===== config.mk =====
export PLATFORM = sky130hd
export DESIGN_NAME = usrbit_blk_buf
export DESIGN_NICKNAME = d
export VERILOG_FILES = /design/src/rtl/usrbit_pkg.sv /design/src/rtl/usrbit_regfile.sv /design/src/rtl/usrbit_frame_ctr.sv /design/src/rtl/usrbit_shadow.sv /design/src/rtl/usrbit_blk_buf.sv
export SDC_FILE = /design/constraint.sdc
export NUM_CORES = 1
export LEC_CHECK = 0
export BUFFER_PORTS_ARGS = -buffer_cell sky130_fd_sc_hd__buf_4
export CAP_MARGIN = 20
export CORE_MARGIN = 2
export CORE_UTILIZATION = 40
export CTS_BUF_LIST = sky130_fd_sc_hd__clkbuf_8
export DETAILED_ROUTE_END_ITERATION = 12
export PLACE_DENSITY = 0.63
export SLEW_MARGIN = 20
export SYNTH_ARGS = -nofsm -noshare
export SYNTH_HDL_FRONTEND = slang
export SYNTH_SLANG_ARGS = --single-unit

===== constraint.sdc =====
create_clock -name clk -period 4.7 [get_ports clk]
set_input_delay 0.94 -clock clk [delete_from_list [all_inputs] [get_ports clk]]
set_output_delay 0.94 -clock clk [all_outputs]
set_load 0.05 [all_outputs]

===== src/rtl/usrbit_pkg.sv =====
`timescale 1ns/1ps
package usrbit_pkg;
   // Action applied to the shadow buffer on a given cycle
   typedef enum logic [1:0] {
      SH_HOLD  = 2'd0,
      SH_IMAGE = 2'd1,
      SH_ZERO  = 2'd2
   } shadow_op_e;
endpackage


===== src/rtl/usrbit_regfile.sv =====
`timescale 1ns/1ps
module usrbit_regfile #(
   parameter int REG_W    = 32,
   parameter int NUM_REGS = 6,
   parameter int ADDR_W   = 3
) (
   input  logic                      clk,
   input  logic                      rst_n,
   input  logic                      wr_en,
   input  logic [ADDR_W-1:0]         wr_addr,
   input  logic [REG_W-1:0]          wr_data,
   input  logic                      blk_bnd,
   output logic [NUM_REGS*REG_W-1:0] image,
   output logic                      upd_pend
);
   localparam logic [ADDR_W-1:0] FLAG_ADDR = ADDR_W'(NUM_REGS);

   logic flag_wr;
   assign flag_wr = wr_en && (wr_addr == FLAG_ADDR);

   // One staging register per slice of the image
   for (genvar g = 0; g < NUM_REGS; g++) begin : g_stage
      logic [REG_W-1:0] stage_q;
      always_ff @(posedge clk) begin
         if (!rst_n)
            stage_q <= '0;
         else if (wr_en && (wr_addr == ADDR_W'(g)))
            stage_q <= wr_data;
      end
      assign image[g*REG_W +: REG_W] = stage_q;
   end

   // Pending flag: a software write wins over the hardware clear
   always_ff @(posedge clk) begin
      if (!rst_n)
         upd_pend <= 1'b0;
      else if (flag_wr)
         upd_pend <= wr_data[0];
      else if (blk_bnd)
         upd_pend <= 1'b0;
   end

   // a boundary with a pending update and no software write clears the flag
   p_hw_clear_r5: assert property (@(posedge clk) disable iff (!rst_n)
      (blk_bnd && upd_pend && !flag_wr) |=> !upd_pend);
   // a clear flag stays clear unless software sets it
   p_flag_low_r6: assert property (@(posedge clk) disable iff (!rst_n)
      (!upd_pend && !flag_wr) |=> !upd_pend);
   // a software set always takes effect, boundary or not
   p_sw_wins_r9: assert property (@(posedge clk) disable iff (!rst_n)
      (flag_wr && wr_data[0]) |=> upd_pend);
endmodule


===== src/rtl/usrbit_frame_ctr.sv =====
`timescale 1ns/1ps
module usrbit_frame_ctr #(
   parameter int FRAMES = 192,
   parameter int CNT_W  = 8
) (
   input  logic             clk,
   input  logic             rst_n,
   input  logic             tx_en,
   input  logic             frame_end,
   output logic [CNT_W-1:0] cnt,
   output logic             blk_bnd
);
   localparam logic [CNT_W-1:0] LAST = CNT_W'(FRAMES - 1);

   logic en_q;
   logic at_last;

   assign at_last = (cnt == LAST);
   // Boundary on enable rise, or on the strobe closing the final frame
   assign blk_bnd = tx_en && (!en_q || (frame_end && at_last));

   always_ff @(posedge clk) begin
      if (!rst_n)
         en_q <= 1'b0;
      else
         en_q <= tx_en;
   end

   always_ff @(posedge clk) begin
      if (!rst_n || !tx_en || !en_q)
         cnt <= '0;
      else if (frame_end)
         cnt <= at_last ? '0 : cnt + CNT_W'(1);
   end

   // index never leaves the block
   p_cnt_range_r8: assert property (@(posedge clk) disable iff (!rst_n)
      cnt <= LAST);
   // wrap after the last frame
   p_wrap_r8: assert property (@(posedge clk) disable iff (!rst_n)
      (tx_en && en_q && frame_end && at_last) |=> (cnt == '0));
   // single step on an ordinary strobe
   p_step_r8: assert property (@(posedge clk) disable iff (!rst_n)
      (tx_en && en_q && frame_end && !at_last) |=> (cnt == $past(cnt) + CNT_W'(1)));
   // disabled means index 0
   p_idle_zero_r10: assert property (@(posedge clk) disable iff (!rst_n)
      !tx_en |=> (cnt == '0));
endmodule


===== src/rtl/usrbit_shadow.sv =====
`timescale 1ns/1ps
module usrbit_shadow
   import usrbit_pkg::*;
#(
   parameter int FRAMES   = 192,
   parameter int CNT_W    = 8,
   parameter bit OUT_PIPE = 1'b0
) (
   input  logic              clk,
   input  logic              rst_n,
   input  logic              tx_en,
   input  shadow_op_e        op,
   input  logic [FRAMES-1:0] image,
   input  logic [CNT_W-1:0]  cnt,
   output logic              ubit_out
);
   logic [FRAMES-1:0] shadow_q;
   logic              bit_sel;

   always_ff @(posedge clk) begin
      if (!rst_n || !tx_en)
         shadow_q <= '0;
      else begin
         unique case (op)
            SH_IMAGE: shadow_q <= image;
            SH_ZERO:  shadow_q <= '0;
            default:  shadow_q <= shadow_q;
         endcase
      end
   end

   assign bit_sel = shadow_q[cnt];

   if (OUT_PIPE) begin : g_pipe
      logic ubit_q;
      always_ff @(posedge clk) begin
         if (!rst_n || !tx_en)
            ubit_q <= 1'b0;
         else
            ubit_q <= bit_sel;
      end
      assign ubit_out = ubit_q;
   end else begin : g_direct
      assign ubit_out = bit_sel;
   end

   // a load captures the staged image as it stood
   p_load_r5: assert property (@(posedge clk) disable iff (!rst_n)
      (tx_en && op == SH_IMAGE) |=> (shadow_q == $past(image)));
   // zero fill at a boundary without update
   p_zero_fill_r6: assert property (@(posedge clk) disable iff (!rst_n)
      (tx_en && op == SH_ZERO) |=> (shadow_q == '0));
   // between boundaries the shadow is frozen
   p_hold_r7: assert property (@(posedge clk) disable iff (!rst_n)
      (tx_en && op == SH_HOLD) |=> $stable(shadow_q));
   // disabling wipes the shadow
   p_wipe_r10: assert property (@(posedge clk) disable iff (!rst_n)
      !tx_en |=> (shadow_q == '0));
endmodule


===== src/rtl/usrbit_blk_buf.sv =====
`timescale 1ns/1ps
module usrbit_blk_buf
   import usrbit_pkg::*;
#(
   parameter int FRAMES   = 192,
   parameter int REG_W    = 32,
   parameter bit OUT_PIPE = 1'b0,
   localparam int NUM_REGS = FRAMES / REG_W,
   localparam int ADDR_W   = $clog2(NUM_REGS + 1),
   localparam int CNT_W    = $clog2(FRAMES)
) (
   input  logic              clk,
   input  logic              rst_n,
   input  logic              wr_en,
   input  logic [ADDR_W-1:0] wr_addr,
   input  logic [REG_W-1:0]  wr_data,
   input  logic              tx_en,
   input  logic              frame_end,
   output logic              ubit_out,
   output logic [CNT_W-1:0]  frame_idx,
   output logic              upd_pend
);
   if (FRAMES % REG_W != 0) begin : g_bad_split
      $error("FRAMES must be a whole multiple of REG_W");
   end
   if (FRAMES < 2) begin : g_bad_frames
      $error("FRAMES must be at least 2");
   end

   logic                      blk_bnd;
   logic [NUM_REGS*REG_W-1:0] image;
   shadow_op_e                op;

   usrbit_regfile #(
      .REG_W   (REG_W),
      .NUM_REGS(NUM_REGS),
      .ADDR_W  (ADDR_W)
   ) u_regs (
      .clk     (clk),
      .rst_n   (rst_n),
      .wr_en   (wr_en),
      .wr_addr (wr_addr),
      .wr_data (wr_data),
      .blk_bnd (blk_bnd),
      .image   (image),
      .upd_pend(upd_pend)
   );

   usrbit_frame_ctr #(
      .FRAMES(FRAMES),
      .CNT_W (CNT_W)
   ) u_ctr (
      .clk      (clk),
      .rst_n    (rst_n),
      .tx_en    (tx_en),
      .frame_end(frame_end),
      .cnt      (frame_idx),
      .blk_bnd  (blk_bnd)
   );

   always_comb begin
      if (!blk_bnd)
         op = SH_HOLD;
      else if (upd_pend)
         op = SH_IMAGE;
      else
         op = SH_ZERO;
   end

   usrbit_shadow #(
      .FRAMES  (FRAMES),
      .CNT_W   (CNT_W),
      .OUT_PIPE(OUT_PIPE)
   ) u_shadow (
      .clk     (clk),
      .rst_n   (rst_n),
      .tx_en   (tx_en),
      .op      (op),
      .image   (image),
      .cnt     (frame_idx),
      .ubit_out(ubit_out)
   );

   // a pending update is consumed when enable first rises
   p_first_load_r4: assert property (@(posedge clk) disable iff (!rst_n)
      (blk_bnd && upd_pend && !(wr_en && wr_addr == ADDR_W'(NUM_REGS))) |=> !upd_pend);
   // nothing is sent while disabled
   p_quiet_r10: assert property (@(posedge clk) disable iff (!rst_n)
      (!tx_en && !$past(tx_en)) |-> !ubit_out);
endmodule


== Yosys cells after proc, flatten, opt, wreduce, memory -nomap -nowiden ==
Index checks and enable logic that the tools add are counted.
Cells by class
  add/sub/neg operators: 1
  order comparisons: 1
  equality and inequality tests: 9
  multiplexer cells: 8
  reductions and logical operators: 18
Operators with widths (count)
  $pmux W192 S2: 1
  $eq A3 B3 Y1 const B: 3
  $logic_and A1 B1 Y1: 9
  $lt A8 B9 Y1 const B: 1
  $add A8 B1 Y8 const B: 1
  $bmux W1 S8: 1
  $eq A8 B8 Y1 const B: 1
  $mux W8: 1
  $eq A3 B2 Y1 const B: 2
  $mux W2: 2
  $reduce_bool A2 Y1: 2
  $eq A3 B1 Y1 const B: 1
  $logic_not A1 Y1: 3
  $logic_not A3 Y1: 1
  $logic_or A1 B1 Y1: 3
  $mux W1: 3
  $eq A2 B1 Y1 const B: 1
  $eq A2 B2 Y1 const B: 1
Word-level totals
  bits in registers: 394
  input bits: 40
  output and inout port bits: 10

== Longest topological paths before layout ==
Gate-level depths: netlist of the first run.
  word-level depth: 7
  gate-level depth with buffers: 11

== Cells and area by module ==
A second synthesis of the first run with hierarchy kept.
Second synthesis, totals
  cells, all modules: 1513
  area, all modules: 15402.3 um^2
By module, submodules not included
  usrbit_shadow: instances 1, cells an instance 800, area an instance 8002.7 um^2
  usrbit_regfile: instances 1, cells an instance 665, area an instance 6962.9 um^2
  usrbit_frame_ctr: instances 1, cells an instance 46, area an instance 420.4 um^2
  usrbit_blk_buf: instances 1, cells an instance 2, area an instance 16.3 um^2

== Worst setup path before layout of the first run ==
No wires, ideal clock.
  path kind: reg2out
  start: register u_ctr.cnt[0]
  end: output ubit_out
  data arrival time: 3.208 ns
  required time: 3.760 ns
  setup slack: 0.552 ns
  stages on the path, launching flop included: 10
  buffers on the path: 3
  cell sequence: dfxtp_1 buf_6 buf_2 buf_2 nand3_1 o221ai_1 a211oi_1 a211oi_1 nor4_1 o32ai_1
Between the ends
  longest elaborated chain between the ends: 2
RTL lines
  from (decl): line usrbit_frame_ctr.sv:10  | output logic [CNT_W-1:0] cnt,
  from (signal assigned): line usrbit_frame_ctr.sv:33  | cnt <= at_last ? '0 : cnt + CNT_W'(1);
  $bmux W1 S8: line usrbit_shadow.sv:32  | assign bit_sel = shadow_q[cnt];
  $mux W1 (not written as such): line usrbit_shadow.sv:32
  to (decl): line usrbit_blk_buf.sv:19  | output logic ubit_out,
Every way passes these cells. The select of a mux whose other input is x is not followed.

== Worst setup path in the final report of the first run ==
Ends and elaborated chain as after synthesis.

==> results of run 1 <==
-- worst min-delay path: stages, from the launching register on --
cell and delay [ps]:
dfxtp_1 310, nand2_1 50, a21oi_1 50
-- synth_stat cells (all sizes together) (3+ instances only) --
master / number / area (µm²)
nand3b: 3 / 22.5
a221oi: 3 / 26.3
clkbuf: 109 / 409
a21boi: 192 / 1440
a22o: 3 / 26.3
nand2b: 5 / 31.3
mux2i: 9 / 90.1
buf: 43 / 248
nand4: 4 / 25.0
nor3: 4 / 20.0
nor2b: 6 / 37.5
nand2: 598 / 2240
nor2: 100 / 375
mux4: 49 / 1100
and2: 3 / 18.8
a21oi: 194 / 971
a211oi: 4 / 30.0
xor2: 4 / 35.0
o21ai: 3 / 15.0
and3: 5 / 31.3
dfxtp: 394 / 7890
nand3: 118 / 596
-- cell families after synthesis --
| family | share of synthesized area, % |
|---|---|
| compound gates | 16.4 |
| xor+xnor | 0.332 |
| fa+ha+maj | 0.0790 |
| buf+inv | 4.20 |
| flops | 49.8 |
| mux | 7.61 |
| simple gates | 21.6 |
-- metal layers --
metal / vias up / share of wire, % / global-route usage, %
met5: - / 0.039 / 0
met4: 4 / 3.1 / 8.76
met3: 105 / 7.5 / 4.45
met2: 512 / 47 / 40.8
met1: 6577 / 42 / 32.7
li1: 6250 / - / -
-- registers in the layout, indices dropped and copies added (netlist names) --
name,cells
u_ctr.en_q,1
u_regs.g_stage.stage_q,192
u_shadow.shadow_q,192
u_ctr.cnt,8
u_regs.upd_pend,1
-- per-stage QoR --
step	power [mW]	cells	util (%)
after global routing	6.96	2422	45.7
after CTS	6.77	2422	45.7
after floorplan	3.67	1870	-
final	6.74	2423	45.7
after detailed placement	3.82	2311	42.4
after global placement	3.81	2311	42.4
-- worst min-delay path by stage --
| stage | depth (start not counted) | end |
|---|---|---|
| 6_report | 2 | u_shadow.shadow_q[84] |
| 5_1_grt | 2 | u_shadow.shadow_q[84] |
| 3_3_place_gp | 2 | u_shadow.shadow_q[4] |
| 4_1_cts | 2 | u_shadow.shadow_q[17] |
| 2_1_floorplan | 2 | u_shadow.shadow_q[159] |
| 3_5_place_dp | 2 | u_shadow.shadow_q[90] |
-- cell type report --
class                   instances  area share, %
well taps                     518           3.65
diodes                          1         0.0141
inverters                       2         0.0423
repair buffers                 75           3.24
multi-input cells            1322           41.3
flip-flops and latches        394           44.5
clock buffers                  85           6.59
clock inverters                26          0.641
-- power breakdown --
part           switching, mW  internal (mW)  leakage, nW  total [mW]
sequential            0.0323           3.39         3.18        3.42
combinational          0.234         0.0977         1.85       0.332
clock                   1.38           1.61        0.735        2.99
==> flow_summary.ini, run 1 <==
[status]
outcome = completed

[clock_tree]
clockRootBuffer = clkbuf_8
numCtsBuffers = 66
path_clk_slew_ps = 60
clock_sinks = 394
ctsLongestPathBuffers = 3
cts_resized = 0
cts_tree = done
htreeDepth = 3
hold_buffers = 0
insertion_delay_ps = 600
post_cts_buffers = 0

[sta]
period_share_pct = 90.8
hold_viol = 0
fin_tns_setup_ps = 0
setup_ws_ps = 430
period_needed_ps = 4270
setup_violations = 0
drv_slew = 0
max_freq_mhz = 234
finalClockSkew_ps = 33.9
grt_setup_unrepaired = no
worst_pin_slew_ps = 1150
hold_slack_ps = 432
slew_headroom_pct = 23.3

[global_routing]
antenna_found_initial = 3
grt_pass1_vias = 12600
grt_pass1_wl_um = 77800
grt_max_degree = 101
grt_usage_pct = 24.8
overflow = 0

[critical_path]
critPathLaunch = u_ctr.cnt[0]
critical_path_class = flop to output port
start_kind = flop
crit_top_cell = a211oi_1
cp_slowest_cell = dfxtp_4
worstReg2RegEnd = u_shadow.shadow_q[62]
crit_cells = 8
crit_chain = buf_12, mux4_2, a22o_1, a211oi_1, a211oi_1, nor4_1, o32ai_1, buf_4
reg2reg_depth = 7
cp_slowest_stage_delay_ps = 710
crit_arrival_ps = 3330
crit_path_end = ubit_out
critical_path.reg2reg.startpoint = u_ctr.cnt[0]
cp_max_fo = 31
critical_path_buf_inv_count = 2
crit_family = flip-flops
cp.required_ps = 3760
rrSetupSlack_ps = 1440
cp-end-kind = output port

[logic_synthesis]
synth_area_um2 = 15800
synth_cells = 1870
yosysUniqueCellTypes = 39
syn_avg_cell_area_um2 = 8.47
yosysWarnings = 0
syn_nets = 1911
async_flop_share_pct = 0
synth_edf_count = 0
synth-seq-cells = 394
ys_seq_area_share_pct = 49.8
synthFlopType = dfxtp_1

[floorplanning]
die_height_um = 203
core_area_um2 = 38800
dieArea_um2 = 41200
start_util_pct = 40.8
die_w_um = 203
io_pins = 50
row_count = 72

[pwr]
vdd_drop_max_mv = 0.209
p_leak_nw = 5.77
power_density_nw_per_um2 = 380

[routing]
avgViaCountPerCell = 5.55
drt_first_iter_violations = 1204
first_pass_iters = 5
via_count = 13400
routed_wl_um = 51300
wl_per_cell_um = 21.2
ant_nets = 0
post-route-drc-count = 0

[cells_and_area]
fillers = 3739
drive_gt1_share_pct = 12.3
regArea_um2 = 7900
finalInstanceArea_um2 = 17800
layout_common_cells = nand2_1, dfxtp_1, a21oi_1, a21boi_0, nand3_1
final_common_cell = nand2_1
area_growth_pct = 12.1
multi_input_area_um2 = 7340
fin_nets = 1902

[placed_design]
dpl_cell_area_um2 = 16500
dp_hpwl_um = 31600
gp_congestion = 0.902
place_ws_ps = 1010
io_buffers = 49

[job]
max_cap_violations = 0

[min_path]
hp-class = flop to flop
hp-start = u_regs.g_stage[2].stage_q[20]
Power figures use the tool's default switching activity.
==> run 2, diff against run 1 <==
Settings changed: BUFFER_PORTS_ARGS -buffer_cell sky130_fd_sc_hd__buf_4 to default, DONT_BUFFER_PORTS from default to 1, PLACE_DENSITY 0.63 to 0.62.
==> run 2 against run 1 <==
  * First-iteration DRC count decreased by 2.3%
  * Critical path depth decreased by 1
  * Sequential power is essentially flat
  * Wire length decreased by 0.94%
  * Flip-flop and latch count unchanged
  * Register-to-register slack worse by 170 ps
  * Clock power down 8.7%
  * Non-clock buffer count decreased by 45
  * Via count shrank 2.6%
  * Clock skew is 2.9 ps lower
  * Clock-buffer cell count down 12
  * Critical path type unchanged
  * Largest cell class unchanged
==> flow_summary.ini, run 2 (synthesis gave the netlist of run 1 again) <==
[clock_tree]
insertion_delay_ps = 650
cts_tree = done
ctsLongestPathBuffers = 3
path_clk_slew_ps = 70
post_cts_buffers = 0
htreeDepth = 2
clockRootBuffer = clkbuf_8
numCtsBuffers = 61
hold_buffers = 0
clock_sinks = 394
cts_resized = 0

[routing]
via_count = 13100
post-route-drc-count = 0
first_pass_iters = 5
wl_per_cell_um = 21.4
routed_wl_um = 50800
drt_first_iter_violations = 1176
ant_nets = 0
avgViaCountPerCell = 5.53

[cells_and_area]
post-route-util_pct = 44.5
fillers = 3821
diodes = 0
fin_nets = 1852
finalInstanceArea_um2 = 17300
layout_common_cells = nand2_1, dfxtp_1, a21oi_1, a21boi_0, nand3_1
final_common_cell = nand2_1
drive_gt1_share_pct = 9.44
area_growth_pct = 9.09
top_regs = u_regs.g_stage.stage_q x192, u_shadow.shadow_q x192, u_ctr.cnt x8

[critical_path]
critical_path_class = flop to output port
cp_max_fo = 33
cp-end-kind = output port
cp_slowest_stage_delay_ps = 710
crit_arrival_ps = 3590
crit_family = flip-flops
critical_path_buf_inv_count = 2
crit_top_cell = buf_4
crit_chain = buf_4, mux4_2, a221oi_1, nor3_1, nor4_1, o32ai_2, buf_4
start_kind = flop
cp.required_ps = 3760
cp_slowest_cell = dfxtp_4

[sta]
slew_headroom_pct = 21.4
setup_violations = 0
hold_viol = 0
fin_tns_setup_ps = 0
drv_slew = 0
period_share_pct = 96.3
worst_pin_slew_ps = 1180
finalClockSkew_ps = 31.0
grt_setup_unrepaired = no
period_needed_ps = 4530
max_freq_mhz = 221

[global_routing]
antenna_found_initial = 0
grt_pass1_vias = 12500
grt_usage_pct = 24.3
overflow = 0
grt_max_degree = 196
grt_pass1_wl_um = 76800

[status]
outcome = completed

[pwr]
total_power_mw = 6.38
vdd_drop_max_mv = 0.297
power_density_nw_per_um2 = 370
p_leak_nw = 5.51

[placed_design]
dpl_cell_area_um2 = 16100
dp_hpwl_um = 30500
io_buffers = 0
gp_congestion = 0.909

[floorplanning]
row_count = 72
die_w_um = 203
start_util_pct = 40.8
dieArea_um2 = 41200
io_pins = 50
die_height_um = 203
core_area_um2 = 38800

[min_path]
hp-class = primary input to flop

[job]
max_cap_violations = 0
## run 2: cell count changes in the layout (fill, tap and decap cells not counted), moves of 5 or more
cell      before  now
inv_1         20   30
clkbuf_8      85   73
buf_4         74   29
clkinv_2       6    1
## run 2: cell type report
| class | instances | area (µm²) | area share [%] |
|---|---|---|---|
| clock inverters | 32 | 146 | 0.847 |
| flip-flops and latches | 394 | 7900 | 45.7 |
| well taps | 518 | 648 | 3.75 |
| clock buffers | 73 | 1000 | 5.82 |
| repair buffers | 30 | 229 | 1.33 |
| inverters | 2 | 7.51 | 0.0435 |
| multi-input cells | 1322 | 7340 | 42.5 |
## run 2: worst register-to-register path, cell delays in order, from the launching register on
cell,delay [ps]
dfxtp_4,630
buf_4,390
ha_1,270
nand3_2,170
o31ai_4,250
buf_4,720
buf_4,580
nand3_1,160
a21oi_1,200
## run 2: final timing paths
kind                            slack, ps                       endpoint  cells after the start                          start
worst min register to register        440          u_shadow.shadow_q[77]                      2  u_regs.g_stage[2].stage_q[13]
worst max register to register       1270         u_shadow.shadow_q[179]                      8                   u_ctr.cnt[1]
worst min-delay path                  430  u_regs.g_stage[5].stage_q[11]                      2                    wr_data[11]
worst max-delay path                  170                       ubit_out                      7                   u_ctr.cnt[0]
## run 2: routing by layer
layer / up-vias / track usage [%] / wire [µm]
met3: 104 / 4.43 / 3370
met4: 0 / 9.38 / 1820
met1: 6391 / 32.1 / 21700
li1: 6154 / - / -
met2: 455 / 39.7 / 23900
met5: - / 0 / 0
## run 2: report_power, final
group | total (mW) | internal, mW | switching [mW] | leakage (nW)
clock | 2.73 | 1.40 | 1.33 | 0.695
sequential | 3.42 | 3.39 | 0.0317 | 3.19
combinational | 0.240 | 0.0730 | 0.167 | 1.63
total | 6.38 | 4.86 | 1.53 | 5.51
## run 2: stage by stage
| stage | hold WS [ps] | setup slack (ps) | cells |
|---|---|---|---|
| final | 434 | 174 | 2371 |
| after global routing | 419 | 83.2 | 2371 |
| after CTS | 402 | 218 | 2371 |
| after detailed placement | 443 | 909 | 2266 |
| after global placement | 436 | 918 | 2266 |
| after floorplan | 429 | 552 | 1870 |
==> run 3, diff against run 2 <==
Settings changed: ABC_AREA from default to 1.
==> run 3 against run 2 <==
  * Flip-flop and latch count is the same
  * Register-to-register slack lost 260 ps
  * Clock power grew 14%
  * Critical path depth grew 6
  * Sequential power grew 2%
  * Setup slack gained 450 ps
  * Maximum frequency grew 11%
  * Via count grew 16%
  * Hold slack gained 31 ps
  * Highest routed layer unchanged
==> flow_summary.ini, run 3 <==
[clock_tree]
clockRootBuffer = clkbuf_8
insertion_delay_ps = 610
htreeDepth = 3
hold_buffers = 0
cts_resized = 0
clock_sinks = 394
post_cts_buffers = 0
numCtsBuffers = 69
path_clk_slew_ps = 60
cts_tree = done
ctsLongestPathBuffers = 3

[sta]
grt_setup_unrepaired = no
period_needed_ps = 4080
max_freq_mhz = 245
slew_headroom_pct = 32.2
finalClockSkew_ps = 28.3
hold_slack_ps = 465
worst_pin_slew_ps = 1020
setup_violations = 0
drv_slew = 0
setup_ws_ps = 624
fin_tns_setup_ps = 0
period_share_pct = 86.7
hold_viol = 0

[logic_synthesis]
synth-seq-cells = 394
ys_seq_area_share_pct = 47.8
syn_nets = 2318
syn_avg_cell_area_um2 = 7.25
netlist.area_leader.share_pct = 47.8
yosysUniqueCellTypes = 29
synth.area.top_cells = dfxtp_1, nor2_1, o21ai_0, nand2_1, nand3_1
yosysWarnings = 0
synthFlopType = dfxtp_1
synth_edf_count = 0
async_flop_share_pct = 0
synth_common_cells = nor2_1, dfxtp_1, o21ai_0
synth_area_um2 = 16500
synth_most_common_cell = nor2_1
yosysTopAreaCell = dfxtp_1
synth_cells = 2277

[job]
max_cap_violations = 0

[cells_and_area]
fin_nets = 2247
post-route-util_pct = 44.5
top_regs = u_regs.g_stage.stage_q x192, u_shadow.shadow_q x192, u_ctr.cnt x8
final_common_cell = nor2_1
stdcell_count = 2783
area_growth_pct = 9.89
finalInstanceArea_um2 = 18100
fillers = 4139
drive_gt1_share_pct = 8.93
layout_common_cells = nor2_1, dfxtp_1, o21ai_0, nand2_1, inv_1
diodes = 0

[floorplanning]
core_area_um2 = 40700
dieArea_um2 = 42900
die_w_um = 207
row_count = 74
io_pins = 50
die_height_um = 207
start_util_pct = 40.5

[critical_path]
crit_arrival_ps = 3140
cp.required_ps = 3760
critical_path_class = flop to output port
cp-end-kind = output port
start_kind = flop
cp_max_fo = 14

[pwr]
p_leak_nw = 8.21
power_density_nw_per_um2 = 385
vdd_drop_max_mv = 0.206
total_power_mw = 6.99

[placed_design]
place_ws_ps = 1090
dpl_cell_area_um2 = 16800
dp_hpwl_um = 30400
dp.cells = 2667
gp_congestion = 0.879
io_buffers = 0

[routing]
first_pass_iters = 6
ant_nets = 0
routed_wl_um = 53800
post-route-drc-count = 0
wl_per_cell_um = 19.3
drt_first_iter_violations = 1494
avgViaCountPerCell = 5.44
via_count = 15100

[global_routing]
grt_max_degree = 195
grt_pass1_wl_um = 83500
use_met2_pct = 38.1
use_met3_pct = 5.25
grt_usage_pct = 24.6
antenna_found_initial = 1
top_usage_layer = met2
grt_util_met1_pct = 33.4
grt_pass1_vias = 14400
overflow = 0

[min_path]
hp-class = flop to flop

[status]
outcome = completed
==> run 3: cell count changes in the layout (fill, tap and decap cells not counted), sizes merged, moves of 58 or more <==
cell and delta:
nand2 -345, inv +182, a21boi -192, a211oi +59, o21ai +362, nor2 +402, a21oi -58
==> run 3: routing by layer <==
metal / vias to the layer above / wire length [µm]
met5: - / 0
met3: 107 / 4620
met2: 633 / 24100
li1: 7247 / -
met1: 7154 / 23500
met4: 0 / 1600
==> run 3: path summary, 6_finish.rpt <==
check                                            start                     end  slack, ps  depth (start not counted)
worst max register to register            u_ctr.cnt[0]  u_shadow.shadow_q[191]       1010                         11
worst min register to register  u_shadow.shadow_q[174]  u_shadow.shadow_q[174]        460                          2
worst min-delay path            u_shadow.shadow_q[174]  u_shadow.shadow_q[174]        460                          2
worst max-delay path                      u_ctr.cnt[3]                ubit_out        620                         13
==> run 3: logic make-up (layout without fill, tap and decap cells) <==
logic type	count (synthesis)	in the layout	synth area share [%]
and+or+nand+nor	921	921	22.3
buffers and inverters	368	342	9.00
DFF	394	394	47.8
adders and majority gates	1	1	0.0758
AOI/OAI and AO/OA	589	589	20.6
xor gates and xnor gates	4	4	0.212
==> run 3: power breakdown <==
part	total (mW)	leakage [nW]	switching (mW)	internal [mW]
clock network	3.10	0.774	1.40	1.71
logic	0.397	4.23	0.284	0.114
registers	3.49	3.20	0.0501	3.44
==> run 3: area by class of cell <==
type	count	area [µm²]	share of cell area, %
clock buffer	87	1200	6.60
inverter	192	723	3.99
timing repair buffer	34	343	1.89
multi-input combinational	1515	7170	39.5
tap	532	666	3.67
sequential	394	7900	43.5
clock inverter	29	146	0.807
==> run 3: critical path, stage by stage, from the launching register on <==
cell	delay (ps)
dfxtp_1	290
buf_4	190
inv_1	450
nor2_1	80
buf_4	190
inv_1	240
a21oi_1	130
nor2_1	190
nand2_1	110
nand3_1	90
nand3_1	80
nand3_1	90
nand2_1	180
buf_12	210
